**src/rtl/score_ram_dirty_tracker.sv**
```systemverilog
module score_ram_dirty_tracker #(
  parameter int AW         = 16,
  parameter int DW         = 8,
  parameter int OW         = 11,
  parameter int WIN_BASE   = 'h1000,
  parameter int SKIP_ADDR  = 'h1007,
  parameter int TAIL_START = 'h17FA
) (
  input  logic          clk,
  input  logic          rst_n,
  input  logic [AW-1:0] addr,
  input  logic [DW-1:0] wdata,
  input  logic          wr_en,
  input  logic [DW-1:0] rdata,
  input  logic          clr,
  output logic          ram_we,
  output logic [OW-1:0] ram_addr,
  output logic [DW-1:0] ram_wdata,
  output logic          dirty
);
  localparam logic [AW-1:0] BASE_V = AW'(WIN_BASE);
  localparam logic [OW-1:0] SKIP_O = OW'(SKIP_ADDR);
  localparam logic [OW-1:0] TAIL_O = OW'(TAIL_START);

  logic          in_win, p_vld, flag_ok;
  logic [DW-1:0] old_byte, p_old;

  assign in_win   = (addr[AW-1:OW] == BASE_V[AW-1:OW]);
  assign old_byte = (ram_we && ram_addr == addr[OW-1:0]) ? ram_wdata : rdata;
  assign ram_we   = p_vld && (ram_wdata != p_old);
  assign flag_ok  = (ram_addr != SKIP_O) && (ram_addr < TAIL_O);

  always_ff @(posedge clk) begin
    if (!rst_n) begin
      p_vld     <= 1'b0;
      ram_addr  <= '0;
      ram_wdata <= '0;
      p_old     <= '0;
      dirty     <= 1'b0;
    end else begin
      p_vld     <= wr_en && in_win;
      ram_addr  <= addr[OW-1:0];
      ram_wdata <= wdata;
      p_old     <= old_byte;
      dirty     <= (ram_we && flag_ok) || (dirty && !clr);
    end
  end

  a_r1_window_only: assert property (@(posedge clk) disable iff (!rst_n)
    ram_we |-> ($past(wr_en) && $past(addr[AW-1:OW]) == BASE_V[AW-1:OW]));
  a_r2_commit_data: assert property (@(posedge clk) disable iff (!rst_n)
    ram_we |-> (ram_wdata == $past(wdata) && ram_addr == $past(addr[OW-1:0])));
  a_r4_set_flag: assert property (@(posedge clk) disable iff (!rst_n)
    (ram_we && ram_addr != SKIP_O && ram_addr < TAIL_O) |=> dirty);
  a_r5_skip_loc: assert property (@(posedge clk) disable iff (!rst_n)
    (ram_we && ram_addr == SKIP_O && !dirty) |=> !dirty);
  a_r6_tail_loc: assert property (@(posedge clk) disable iff (!rst_n)
    (ram_we && ram_addr >= TAIL_O && !dirty) |=> !dirty);
  a_r7_sticky: assert property (@(posedge clk) disable iff (!rst_n)
    (dirty && !clr) |=> dirty);
  a_r7_no_spurious: assert property (@(posedge clk) disable iff (!rst_n)
    (!dirty && !ram_we) |=> !dirty);
endmodule

```
**config.mk**
```make
export PLATFORM = sky130hd
export DESIGN_NAME = score_ram_dirty_tracker
export DESIGN_NICKNAME = d
export VERILOG_FILES = /design/src/rtl/score_ram_dirty_tracker.sv
export SDC_FILE = /design/constraint.sdc
export NUM_CORES = 1
export LEC_CHECK = 0
export ABC_CLOCK_PERIOD_IN_PS = 3100
export BUFFER_PORTS_ARGS = -buffer_cell sky130_fd_sc_hd__buf_4
export CAP_MARGIN = 20
export CELL_PAD_IN_SITES_DETAIL_PLACEMENT = 1
export CELL_PAD_IN_SITES_GLOBAL_PLACEMENT = 1
export CORE_MARGIN = 2
export CORE_UTILIZATION = 35
export CTS_CLUSTER_DIAMETER = 40
export CTS_CLUSTER_SIZE = 24
export DETAILED_ROUTE_END_ITERATION = 8
export GPL_TIMING_DRIVEN = 1
export PLACE_DENSITY = 0.9
export SLEW_MARGIN = 20
export SYNTH_ARGS = -nofsm -noshare
export SYNTH_HDL_FRONTEND = slang
export SYNTH_SLANG_ARGS = --single-unit
```
**constraint.sdc**
```tcl
create_clock -name clk -period 3.1 [get_ports clk]
set_clock_uncertainty 0.05 [all_clocks]
set_input_delay 0.31 -clock clk [delete_from_list [all_inputs] [get_ports clk]]
set_output_delay 0.31 -clock clk [all_outputs]
set_load 0.02 [all_outputs]
```
* Word level (Yosys, flattened, before mapping)
Index checks and enable logic that the tools add are counted.
Word-level totals: register bits 29, bits of input ports 36, output and inout port bits 21, logic and storage cells 19
Operators by class: $lt $le $gt $ge 1, equality and inequality tests 4, mux-type cells 1, reductions and logical operators 8
Operators by type and width (number):
- 11-bit == test | 1
- 11-bit < comparator, second input constant | 1
- 11-bit by 3-bit != test with 1-bit output, second input constant | 1
- 8-bit two-way mux | 1
- 8-bit != test | 1
- 1-bit logical AND | 6
- 5-bit by 2-bit == test with 1-bit output, second input constant | 1
- 1-bit logical NOT | 1
- 1-bit logical OR | 1

* Longest topological paths before layout
depth after elaboration 4, gate-level depth with buffers 5, gate-level depth less buffers 5

* Least setup slack after synthesis
OpenSTA, ideal clock, no wires.
path type register to register, start point register ram_addr[8], end point register p_old[0], setup time 0.072 ns, data arrival time 1.539 ns, data required time 2.978 ns, path slack 1.439 ns, stages on the path, launching flop included 5, path buffers 0, period minus slack after synthesis 1.661 ns, path through dfxtp_1 -> xnor2_1 -> nand3_1 -> nor4_4 -> mux2i_1
Between the ends: longest elaborated chain between the ends 3
RTL lines:
- start, declared | RTL line 17 | output logic [OW-1:0] ram_addr,
- start signal, assigned | RTL line 42 | ram_addr <= addr[OW-1:0];
- 11-bit == test | RTL line 29 | assign old_byte = (ram_we && ram_addr == addr[OW-1:0]) ? ram_wdata : rdata;
- 1-bit logical AND | RTL line 29
- 8-bit two-way mux | RTL line 29
- end signal, assigned | RTL line 44 | p_old <= old_byte;
- end, declared | RTL line 26 | logic [DW-1:0] old_byte, p_old;
Every way passes these cells. A chain may end at the register's enable or synchronous reset.

* Final worst setup path
start point register ram_wdata[3], end point output port ram_we
Between the ends: longest elaborated chain between the ends 2
RTL lines:
- start, declared | RTL line 18 | output logic [DW-1:0] ram_wdata,
- start signal, assigned | RTL line 43 | ram_wdata <= wdata;
- 8-bit != test | RTL line 30 | assign ram_we = p_vld && (ram_wdata != p_old);
- 1-bit logical AND | RTL line 30
- end, declared | RTL line 16 | output logic ram_we,
Every way passes these cells.

==> results by group <==
Clock tree
  – Clock-pin slew on the worst setup and hold paths: 90 ps
  – CTS tree: done
  – Hold buffer count at cts: 0
  – Post-CTS Setup Bufs: 0
  – Clock sink count: 29
  – Post_cts resized: 0
  – Buffers from clock root to sink, at most: 2
  – Cell chosen for the clock root: sky130_fd_sc_hd__clkbuf_4
  – CTS buffer count: 5
  – Latest clock arrival within the worst-skew pair: 340 ps
  – Number of H-tree branching levels: 2

GRT
  – Initial antenna violation count: 0
  – Wire length of the first global-routing pass: 4690 um
  – Remaining global-route overflow: 0
  – Pin count of the biggest net entering global routing: 38
  – Number of global-route vias before repair: 1064
  – Global routing usage summed across all routing layers: 17.9%

Worst setup path
  – Category of the worst setup path launch point: flop
  – Data required time of the critical path: 2740 ps
  – Worst-path maximum fanout: 3
  – Kind of capture point of the worst setup path: output pin
  – CP Data Arrival Time: 1490 ps
  – Category of the critical setup timing path: flop to output pin

Finish
  – Filler Cells Inserted: 373
  – Post-layout instance count excluding filler cells: 222
  – Share of final-layout standard cells stronger than drive strength 1: 36.5%
  – Signed area change from the synthesized netlist to the final layout: 43.7%
  – Multi-input combinational cell area: 571 sq um
  – Number of nets in the finished design: 213
  – Footprint of the flip-flops and latches: 581 sq um
  – Antenna diodes: 0

Power
  – Static power due to leakage: 0.715 nW
  – Worst vdd ir: 0.228 mV
  – Power per unit of standard cell area: 449 nW/um^2

Synthesis
  – Number of flip-flops and latches in the synthesized netlist: 29
  – Cell type with the largest total area after synthesis: sky130_fd_sc_hd__dfxtp_1
  – Part of the Yosys area used for sequential elements: 49.6%
  – Synthesis warning total: 0
  – Portion of synthesized cell area occupied by the leading cell type: 49.6%
  – Number of distinct library cells after synthesis: 20
  – Cell area after synthesis: 1170 sq um
  – Mean cell area of the mapped netlist: 9.91 sq um
  – Cell count after synthesis: 118
  – Biggest area contributors in the synthesized netlist: sky130_fd_sc_hd__dfxtp_1 50%, sky130_fd_sc_hd__xnor2_1 14%, sky130_fd_sc_hd__and2_1 10%
  – Post-Synthesis Net Count: 154

Place
  – HPWL after DPL: 2340 um
  – Gp weighted congestion: 0.886
  – Port bufs: 56
  – Number of placed instances, taps included: 214

STA
  – Setup repair after global routing missed its margin: false
  – Setup violation total in the final timing report: 0
  – Setup TNS Final: 0 ps
  – Slew at the pin closest to its max-slew limit: 710 ps
  – Peak Freq: 539 MHz
  – Final Hold Fails: 0
  – Number of max-slew violations in the final report: 0
  – Final critical path time including I/O delays and setup: 1850 ps
  – Relative slew slack: 52.3%
  – Final period utilization: 59.8%

Job
  – Number of max-cap violations: 0

Routing
  – Number of remaining DRC errors: 0
  – Number of vias after detailed routing: 1025
  – Antenna-violating nets left: 0
  – First-iteration detailed-routing DRC count: 27
  – Routed WL per cell: 13.4 um
  – Detail-routed via count per cell: 4.62
  – Routed Wire Length: 2980 um
  – Number of iterations in the first detailed-routing pass: 4

Floorplan
  – Chip Height: 61.8 um
  – Core region area: 3130 sq um
  – Number of cell rows: 20
  – I/O pin cnt: 57
  – Total Die Area: 3820 sq um
  – Die X-Extent: 61.8 um
  – Starting density of the core: 37.4%

Outcome
  – Status: finished, final reports clean

Min path
  – Type of the worst min-delay path: input port to flop
metrics by stage:
stage	hold slack [ps]	area (sq um)	power (mW)	utilization (%)	setup slack, ps
after CTS	61.0	1680	0.764	53.8	1220
final	68.8	1680	0.756	53.8	1250
after floorplan	336	1170	0.478	-	1440
after global placement	426	1630	0.541	52.1	1340
after global routing	60.2	1680	0.796	53.8	1110
after detailed placement	428	1630	0.547	52.1	1250
layout make-up:
type / count / area share (%)
clock buffer: 6 / 2.46
clock inverter: 2 / 0.595
inverter: 1 / 0.223
multi-input combinational: 84 / 33.9
sequential: 29 / 34.5
tap: 44 / 3.27
timing repair buffer: 56 / 25.0
synth_stat cells, drive strengths merged:
| cell type | count |
|---|---|
| nor4 | 2 |
| a21boi | 1 |
| nand4 | 6 |
| inv | 1 |
| nor2 | 3 |
| nand2 | 17 |
| o21bai | 1 |
| o21ai | 1 |
| mux2i | 8 |
| clkbuf | 4 |
| a21oi | 1 |
| a31oi | 1 |
| nand3 | 2 |
| nor4b | 1 |
| xnor2 | 19 |
| nor3 | 1 |
| and2 | 19 |
| dfxtp | 29 |
| nand2b | 1 |
critical path, stage by stage, from the launching register on:
cell and delay, ps:
sky130_fd_sc_hd__dfxtp_1 400, sky130_fd_sc_hd__xnor2_1 140, sky130_fd_sc_hd__nand4_1 150, sky130_fd_sc_hd__o21ai_2 240, sky130_fd_sc_hd__inv_1 70, sky130_fd_sc_hd__buf_4 160
flip-flops by register name, summed over array words and instances, names as in the netlist:
register / cells
ram_addr: 11
p_old: 8
p_vld: 1
dirty: 1
ram_wdata: 8
final timing paths:
check                   endpoint                     from  slack [ps]  cells past startpoint
max reg2reg  p_old[3]$_SDFF_PN0_   ram_addr[8]$_SDFF_PN0_        1260                      4
min reg2reg     dirty$_SDFF_PN0_         dirty$_SDFF_PN0_         440                      2
min             p_vld$_SDFF_PN0_                 addr[11]          70                      2
max                       ram_we  ram_wdata[3]$_SDFF_PN0_        1250                      5
metal layers:
metal / track usage [%] / routed length, um
met5: 0 / 0
met4: 12.8 / 88
met3: 5.80 / 251
met2: 29.6 / 1460
met1: 19.1 / 1170
power breakdown:
group	internal, mW	switching (mW)
clock network	0.0860	0.133
registers	0.391	0.0183
logic	0.0725	0.0548
logic make-up (layout without fill, tap and decap cells):
group	count (synthesis)	in the layout	synth area share, %
and+or+nand+nor	52	52	24.7
muxes	8	8	6.85
DFF	29	29	49.6
buffers and inverters	5	65	1.60
xor gates and xnor gates	19	19	14.2
AOI/OAI and AO/OA	5	5	3.00
placed cells by master, fill, tap and decap left out, drive strengths merged, types with 2 or more instances in the layout:
master / Yosys / layout
clkinv: 0 / 2
nor4: 2 / 2
nand4: 6 / 6
nor2: 3 / 3
nand2: 17 / 17
and2: 19 / 19
nand3: 2 / 2
xnor2: 19 / 19
mux2i: 8 / 8
clkbuf: 4 / 6
dfxtp: 29 / 29
buf: 0 / 56
(Power assumes the default switching activity.)
